==> src/rtl/gpio_pkg.sv <==
package gpio_pkg;
    typedef enum logic [1:0] {
        ADDR_OUT  = 2'd0,
        ADDR_DIR  = 2'd1,
        ADDR_PIN  = 2'd2,
        ADDR_NONE = 2'd3
    } gpio_addr_e;
endpackage

==> src/rtl/gpio_sync.sv <==
module gpio_sync #(
    parameter int WIDTH  = 8,
    parameter int STAGES = 2
) (
    input  logic             clk,
    input  logic             rst_n,
    input  logic [WIDTH-1:0] raw_in,
    output logic [WIDTH-1:0] sync_out
);
    logic [WIDTH-1:0] stage_q [STAGES];

    genvar s;
    generate
        for (s = 0; s < STAGES; s++) begin : g_stage
            always_ff @(posedge clk or negedge rst_n) begin
                if (!rst_n)      stage_q[s] <= '0;
                else if (s == 0) stage_q[s] <= raw_in;
                else             stage_q[s] <= stage_q[(s == 0) ? 0 : s-1];
            end
        end
    endgenerate

    assign sync_out = stage_q[STAGES-1];

    // the last stage carries what entered the first stage one edge earlier
    assert_sync_chain_R8: assert property (@(posedge clk) disable iff (!rst_n)
        $past(rst_n) |-> stage_q[STAGES-1] == $past(stage_q[(STAGES > 1) ? STAGES-2 : 0]) || STAGES == 1);
endmodule

==> src/rtl/gpio_regs.sv <==
module gpio_regs
    import gpio_pkg::*;
#(
    parameter int WIDTH = 8,
    localparam int IDXW = $clog2(WIDTH)
) (
    input  logic             clk,
    input  logic             rst_n,
    input  logic [1:0]       bus_addr,
    input  logic             bus_we,
    input  logic [WIDTH-1:0] bus_wdata,
    input  logic             bit_set,
    input  logic             bit_clr,
    input  logic             bit_dir,
    input  logic [IDXW-1:0]  bit_idx,
    output logic [WIDTH-1:0] out_q,
    output logic [WIDTH-1:0] dir_q
);
    logic [WIDTH-1:0] out_nxt;
    logic [WIDTH-1:0] dir_nxt;

    always_comb begin
        out_nxt = out_q;
        dir_nxt = dir_q;
        if (bus_we) begin
            unique case (gpio_addr_e'(bus_addr))
                ADDR_OUT:  out_nxt = bus_wdata;
                ADDR_DIR:  dir_nxt = bus_wdata;
                ADDR_PIN:  out_nxt = out_q ^ bus_wdata;
                ADDR_NONE: ;
            endcase
        end
        if (bit_clr) begin
            if (bit_dir) dir_nxt[bit_idx] = 1'b0;
            else         out_nxt[bit_idx] = 1'b0;
        end else if (bit_set) begin
            if (bit_dir) dir_nxt[bit_idx] = 1'b1;
            else         out_nxt[bit_idx] = 1'b1;
        end
    end

    always_ff @(posedge clk or negedge rst_n) begin
        if (!rst_n) begin
            out_q <= '0;
            dir_q <= '0;
        end else begin
            out_q <= out_nxt;
            dir_q <= dir_nxt;
        end
    end

    assert_reset_clear_R1: assert property (@(posedge clk)
        !rst_n |=> (out_q == '0 && dir_q == '0));

    assert_full_write_R2: assert property (@(posedge clk) disable iff (!rst_n)
        (bus_we && bus_addr == ADDR_OUT && !bit_set && !bit_clr) |=> out_q == $past(bus_wdata));

    assert_toggle_R3: assert property (@(posedge clk) disable iff (!rst_n)
        (bus_we && bus_addr == ADDR_PIN && !bit_set && !bit_clr)
        |=> (out_q == ($past(out_q) ^ $past(bus_wdata)) && $stable(dir_q)));

    assert_bit_set_R4: assert property (@(posedge clk) disable iff (!rst_n)
        (bit_set && !bit_clr && !bus_we && bit_dir)
        |=> dir_q == ($past(dir_q) | (WIDTH'(1) << $past(bit_idx))));

    assert_bit_clear_R4: assert property (@(posedge clk) disable iff (!rst_n)
        (bit_clr && !bus_we && !bit_dir)
        |=> out_q == ($past(out_q) & ~(WIDTH'(1) << $past(bit_idx))));

    assert_strobe_wins_R5: assert property (@(posedge clk) disable iff (!rst_n)
        (bit_set && !bit_clr && !bit_dir && bus_we && bus_addr == ADDR_PIN)
        |=> out_q[$past(bit_idx)] == 1'b1);

    assert_unused_addr_R9: assert property (@(posedge clk) disable iff (!rst_n)
        (bus_we && bus_addr == ADDR_NONE && !bit_set && !bit_clr)
        |=> ($stable(out_q) && $stable(dir_q)));
endmodule

==> src/rtl/gpio_pad_ctl.sv <==
module gpio_pad_ctl #(
    parameter int WIDTH = 8
) (
    input  logic             clk,
    input  logic             rst_n,
    input  logic [WIDTH-1:0] out_q,
    input  logic [WIDTH-1:0] dir_q,
    input  logic             pud_all,
    output logic [WIDTH-1:0] pad_oe,
    output logic [WIDTH-1:0] pad_out,
    output logic [WIDTH-1:0] pad_pu
);
    genvar n;
    generate
        for (n = 0; n < WIDTH; n++) begin : g_pin
            always_comb begin
                pad_oe[n]  = dir_q[n];
                pad_out[n] = dir_q[n] & out_q[n];
                pad_pu[n]  = ~dir_q[n] & out_q[n] & ~pud_all;
            end
        end
    endgenerate

    assert_pu_not_on_output_R7: assert property (@(posedge clk) disable iff (!rst_n)
        (pad_pu & pad_oe) == '0);

    assert_pu_killed_R7: assert property (@(posedge clk) disable iff (!rst_n)
        pud_all |-> pad_pu == '0);

    assert_no_drive_when_off_R6: assert property (@(posedge clk) disable iff (!rst_n)
        (pad_out & ~pad_oe) == '0);
endmodule

==> src/rtl/gpio_port.sv <==
module gpio_port
    import gpio_pkg::*;
#(
    parameter int WIDTH = 8,
    parameter int SYNC_STAGES = 2,
    localparam int IDXW = $clog2(WIDTH)
) (
    input  logic             clk,
    input  logic             rst_n,
    input  logic [1:0]       bus_addr,
    input  logic             bus_we,
    input  logic [WIDTH-1:0] bus_wdata,
    input  logic             bit_set,
    input  logic             bit_clr,
    input  logic             bit_dir,
    input  logic [IDXW-1:0]  bit_idx,
    output logic [WIDTH-1:0] bus_rdata,
    input  logic             pud_all,
    input  logic [WIDTH-1:0] pad_in,
    output logic [WIDTH-1:0] pad_oe,
    output logic [WIDTH-1:0] pad_out,
    output logic [WIDTH-1:0] pad_pu
);
    logic [WIDTH-1:0] out_q;
    logic [WIDTH-1:0] dir_q;
    logic [WIDTH-1:0] pin_q;

    gpio_regs #(.WIDTH(WIDTH)) u_regs (
        .clk(clk), .rst_n(rst_n),
        .bus_addr(bus_addr), .bus_we(bus_we), .bus_wdata(bus_wdata),
        .bit_set(bit_set), .bit_clr(bit_clr), .bit_dir(bit_dir), .bit_idx(bit_idx),
        .out_q(out_q), .dir_q(dir_q)
    );

    gpio_sync #(.WIDTH(WIDTH), .STAGES(SYNC_STAGES)) u_sync (
        .clk(clk), .rst_n(rst_n), .raw_in(pad_in), .sync_out(pin_q)
    );

    gpio_pad_ctl #(.WIDTH(WIDTH)) u_pad (
        .clk(clk), .rst_n(rst_n), .out_q(out_q), .dir_q(dir_q), .pud_all(pud_all),
        .pad_oe(pad_oe), .pad_out(pad_out), .pad_pu(pad_pu)
    );

    always_comb begin
        unique case (gpio_addr_e'(bus_addr))
            ADDR_OUT:  bus_rdata = out_q;
            ADDR_DIR:  bus_rdata = dir_q;
            ADDR_PIN:  bus_rdata = pin_q;
            ADDR_NONE: bus_rdata = '0;
        endcase
    end

    assert_oe_follows_dir_R6: assert property (@(posedge clk) disable iff (!rst_n)
        bus_addr == ADDR_DIR |-> bus_rdata == pad_oe);

    assert_unused_reads_zero_R9: assert property (@(posedge clk) disable iff (!rst_n)
        bus_addr == ADDR_NONE |-> bus_rdata == '0);
endmodule

==> config.mk <==
export PLATFORM = sky130hd
export DESIGN_NAME = gpio_port
export DESIGN_NICKNAME = d
export VERILOG_FILES = /design/src/rtl/gpio_pkg.sv /design/src/rtl/gpio_sync.sv /design/src/rtl/gpio_regs.sv /design/src/rtl/gpio_pad_ctl.sv /design/src/rtl/gpio_port.sv
export SDC_FILE = /design/constraint.sdc
export NUM_CORES = 1
export LEC_CHECK = 0
export CAP_MARGIN = 20
export CORE_MARGIN = 2
export CORE_UTILIZATION = 62
export CTS_CLUSTER_DIAMETER = 50
export DETAILED_ROUTE_END_ITERATION = 8
export DONT_BUFFER_PORTS = 1
export HOLD_SLACK_MARGIN = 0.15
export PLACE_DENSITY = 0.81
export SYNTH_ARGS = -nofsm -noshare
export SYNTH_HDL_FRONTEND = slang
export SYNTH_HIERARCHICAL = 1
export SYNTH_SLANG_ARGS = --single-unit
==> constraint.sdc <==
create_clock -name clk -period 1 [get_ports clk]
set_input_delay 0.15 -clock clk [delete_from_list [all_inputs] [get_ports clk]]
set_output_delay 0.15 -clock clk [all_outputs]
set_load 0.05 [all_outputs]
==> flow_metrics.py, run 1 <==
metrics = {
    "logic_synthesis": {
        "syn_area_mm2": 0.001908,
        "ys_warn_count": 6,
        "synth_nets": 212,
        "ys_ff_latch": 32,
        "yosysSeqAreaShare_pct": 41.97,
        "yosysUniqueCellTypes": 29,
        "synthCells": 184,
        "syn_area_per_cell_um2": 10.37,
    },
    "run_status": {
        "status": "stopped before the end",
        "failing_step": "clock tree synthesis (4_1_cts)",
        "error": "[ERROR DPL-0033] detailed placement checks failed during check placement.",
    },
    "place": {
        "io_buffers": 0,
        "place_inst": 230,
        "globalplace.congestion": 0.8437,
        "hpwl_mm": 3.664,
    },
    "floorplanning": {
        "initial_core_util_pct": 64.08,
        "fp.dieH_um": 59.48,
        "die_w_um": 59.48,
        "num_io_pins": 60,
        "rows": 20,
    },
    "clocking": {
        "cts_buffers": 5,
        "cts-root-buf": "clkbuf_4",
        "cts_num_sinks": 32,
        "cts_hold_buf": 25,
        "htreeDepth": 2,
        "cts_buffer_depth": 2,
        "cts_resized": 29,
        "cts_setup_buffers": 15,
    },
}
-- cells in the mapped netlist --
cell type | instances | share of area (%)
dfrtp_1 | 32 | 42
buf_4 | 16 | 6.3
a22oi_1 | 14 | 5.5
nand2_1 | 14 | 2.8
and2_1 | 9 | 3.0
o2bb2ai_1 | 9 | 4.1
mux2i_1 | 8 | 4.2
nor2b_1 | 8 | 2.6
nor3b_2 | 8 | 5.2
inv_1 | 7 | 1.4
o21ai_0 | 7 | 1.8
a211o_1 | 6 | 2.8
and3b_1 | 6 | 2.8
a32oi_1 | 5 | 2.3
buf_6 | 5 | 3.0
nand3b_1 | 4 | 1.6
buf_2 | 3 | 0.79
nor3b_1 | 3 | 1.2
or2_2 | 3 | 0.98
a21oi_1 | 2 | 0.52
and3_1 | 2 | 0.66
clkbuf_1 | 2 | 0.39
nand3_1 | 2 | 0.52
nor2_1 | 2 | 0.39
o22ai_1 | 2 | 0.66
o32ai_1 | 2 | 0.92
a31oi_1 | 1 | 0.33
nand2b_4 | 1 | 0.72
nor2b_4 | 1 | 0.72
-- through the flow --
step	instance area (um^2)	worst slack [ns]
after detailed placement	2444	-0.05510
after global placement	2444	0.01369
after floorplan	2008	-0.09118
-- logic make-up after synthesis --
group | after synthesis | synth area share, %
AOI/OAI and AO/OA | 48 | 18.95
DFF | 32 | 41.97
buffers and inverters | 33 | 11.80
muxes | 8 | 4.197
and+or+nand+nor | 63 | 23.08
==> run 2: changes to the inputs <==
Settings changed: CORE_UTILIZATION 62 to 40, CTS_CLUSTER_DIAMETER 50 to default, HOLD_SLACK_MARGIN 0.15 to default, PLACE_DENSITY 0.81 to default, PLACE_DENSITY_LB_ADDON from default to 0.15.
==> flow_metrics.py, run 2 <==
metrics = {
    "run_status": {
        "status": "complete, but fails checks",
        "violations": "setup timing",
    },
    "worst_setup_path": {
        "cp_cell_sequence": "nor3b_4, buf_12",
        "crit_path_top_delay_cell": "dfrtp_2",
        "r2r_cells": 4,
        "critPathTopFamily": "flip-flops",
        "cp.arrival_ns": 1.18,
        "end_kind": "output port",
        "crit_path_max_incr_delay_ns": 0.47,
        "crit_cells": 2,
        "critical_path.startpoint_type": "register",
        "crit_buf_inv": 1,
        "cp.required_ns": 0.85,
        "critical_path.max_fanout": 5,
        "worstSetupPathType": "register to output port",
    },
    "logic_synthesis": {
        "yosysUniqueCellTypes": 29,
        "synth_async_sr_flop_share_pct": 100.0,
        "yosysMostFrequentCell": "dfrtp_1",
        "synth_edf_count": 0,
        "netlist_top_cells_area": "dfrtp_1 (42%), buf_4 (6.3%), a22oi_1 (5.5%)",
        "yosys_most_used_dff": "dfrtp_1",
        "ys_warn_count": 6,
        "netlist_top_cells_count": "dfrtp_1 (32), buf_4 (16), a22oi_1 (14), nand2_1 (14)",
        "syn_area_per_cell_um2": 10.37,
        "synthCells": 184,
        "synth_top_cell_by_area": "dfrtp_1",
        "syn_area_mm2": 0.001908,
        "synth_nets": 212,
        "yosysSeqAreaShare_pct": 41.97,
        "ys_ff_latch": 32,
        "netlist.area_leader.share_pct": 41.97,
    },
    "sta": {
        "finalCritPeriodShare_pct": 133.1,
        "clock-skew-final_ns": 0.008545,
        "hold_viol": 0,
        "rsz0062_at_grt": "yes",
        "holdWs_ns": 0.004416,
        "max_slew_margin_pct": 70.66,
        "setup_viol": 38,
        "post-route-min-period_ns": 1.331,
        "fmax_mhz": 751.3,
        "fin_ws_ns": -0.3311,
        "final_max_slew_viol_count": 0,
        "worst_pin_slew_ns": 0.4387,
    },
    "global_route": {
        "antenna_found_initial": 0,
        "overflow": 0,
        "grt_pass1_wl_mm": 8.687,
        "grt_use_total_pct": 21.62,
        "grt_max_degree": 33,
        "grt_pass1_vias": 1677,
    },
    "floorplanning": {
        "num_io_pins": 60,
        "die_w_um": 73.07,
        "die_area_mm2": 0.005338,
        "initial_core_util_pct": 40.94,
        "fp.coreArea_mm2": 0.004661,
        "rows": 25,
        "fp.dieH_um": 73.07,
    },
    "clocking": {
        "cts_buffers": 5,
        "cts_tree": "built",
        "cts_buffer_depth": 2,
        "htreeDepth": 2,
        "clk-insertion-delay-late_ns": 0.29,
        "clk_pin_slew_ns": 0.07,
        "cts_num_sinks": 32,
        "cts-root-buf": "clkbuf_8",
    },
    "finish": {
        "final.fill_count": 345,
        "diodes": 0,
        "fin_nets": 268,
        "fin_area_mm2": 0.003087,
        "area_growth_pct": 61.77,
        "final_cell_mix": "buf_12 (27), dfrtp_1 (21), buf_6 (18), dlygate4sd3_1 (14), nand2_1 (14)",
        "mostFrequentLayoutCell": "buf_12",
        "drive_gt1_share_pct": 47.72,
    },
    "detailed_routing": {
        "drc": 0,
        "firstDrtPassIters": 4,
        "drt-initial-drc-count": 148,
        "vias_per_cell": 5.600,
        "wl_mm": 5.570,
        "ant_nets": 0,
        "vias": 1652,
        "routedWlPerCell_um": 18.88,
    },
    "power_and_ir_drop": {
        "switching_power_mw": 1.944,
        "pwr-share-clk_pct": 19.6,
        "irDropWorstVdd_mv": 0.7172,
        "power_density_mw_per_mm2": 1732,
        "p_leak_nw": 1.316,
        "swShare_pct": 36.36,
        "seqPwrFrac_pct": 32.1,
        "p_int_mw": 3.401,
        "combPwrFrac_pct": 48.3,
    },
    "place": {
        "pre_cts_slack_ns": -0.05351,
        "globalplace.congestion": 0.8513,
        "hpwl_mm": 3.721,
        "io_buffers": 0,
        "place_area_mm2": 0.002527,
    },
    "flow_run": {
        "maxCapViolCount": 0,
    },
    "worst_hold_path": {
        "hold_class": "primary input to register",
        "holdPathStages": 2,
    },
}
-- run 2: cell counts after synthesis --
Identical to the previous run, type by type.
-- run 2: final cells by class --
type / instances / area, um^2 / area share [%]
well taps: 54 / 67.56 / 2.189
multi-input cells: 119 / 1040 / 33.68
flip-flops and latches: 32 / 814.5 / 26.39
inverters: 7 / 26.28 / 0.8512
clock buffers: 8 / 90.09 / 2.919
repair buffers: 75 / 1049 / 33.97
-- run 2: worst paths after layout --
kind / slack, ns / startpoint / endpoint
max in group asynchronous: 0.50 / rst_n / u_regs/dir_q[7]$_DFF_PN0_
min in group asynchronous: 0.31 / rst_n / u_sync/sync_out[6]$_DFF_PN0_
max: -0.33 / u_regs/dir_q[1]$_DFF_PN0_ / pad_pu[1]
max reg2reg: -0.16 / u_regs/out_q[5]$_DFF_PN0_ / u_regs/out_q[5]$_DFF_PN0_
min reg2reg: 0.35 / u_sync/stage_q[8]$_DFF_PN0_ / u_sync/sync_out[0]$_DFF_PN0_
min: 0.004 / bus_wdata[0] / u_regs/dir_q[0]$_DFF_PN0_
-- run 2: worst reg2reg max path, stage by stage, from the launching register on --
cell and delay, ns:
dfrtp_1 0.41, buf_6 0.13, buf_6 0.10, a211o_1 0.24, a32oi_1 0.18
-- run 2: per-stage QoR --
stage	utilization [%]	cells	power [mW]	TNS, ns
CTS	63.70	293	5.159	-7.905
global placement	54.23	257	3.705	0
detailed placement	54.23	257	3.751	-0.1835
finish	66.23	295	5.345	-8.283
floorplan	-	184	2.985	-1.485
global route	66.23	295	5.546	-9.708
-- run 2: power groups by stage --
stage / Clock, mW / Sequential, mW / Combinational, mW
after detailed placement: 0 / 1.71 / 2.04
final: 1.05 / 1.72 / 2.58
after CTS: 1.06 / 1.70 / 2.40
after global routing: 1.12 / 1.74 / 2.69
after global placement: 0 / 1.68 / 2.03
after floorplan: 0 / 1.63 / 1.35
-- run 2: repair_timing --
action | CTS | global route
setup endpoints to repair | 35 | 45
resized for setup | 32 | 29
hold buffers | 15 | 0
endpoints found under the hold margin | 46 | 0
buffers inserted | 13 | 8
pin swaps | 21 | 14
-- run 2: cells by family (layout without fill, tap and decap cells) --
kind of cell / Yosys count / count (layout) / share of synthesized area (%)
flip-flops: 32 / 32 / 41.97
AO/OA/AOI/OAI: 48 / 48 / 18.95
multiplexers: 8 / 8 / 4.197
buffers and inverters: 33 / 90 / 11.80
AND/OR/NAND/NOR: 63 / 63 / 23.08
-- run 2: per-layer routing --
metal  GRT usage [%]  share of wire (%)  vias to the layer above
li1                -                  -                      763
met1           26.59                 42                      809
met2           36.34                 50                       74
met3           6.906                7.1                        6
met4           5.967               0.95                        0
met5               0                  0                        -
Note: power is estimated with default switching activity, not from simulation.
==> run 3: changes to the inputs <==
Settings changed: ABC_CLOCK_PERIOD_IN_PS from default to 1000.
==> results of run 3 <==
Final layout, timing and power as in run 2 (identical DEF).
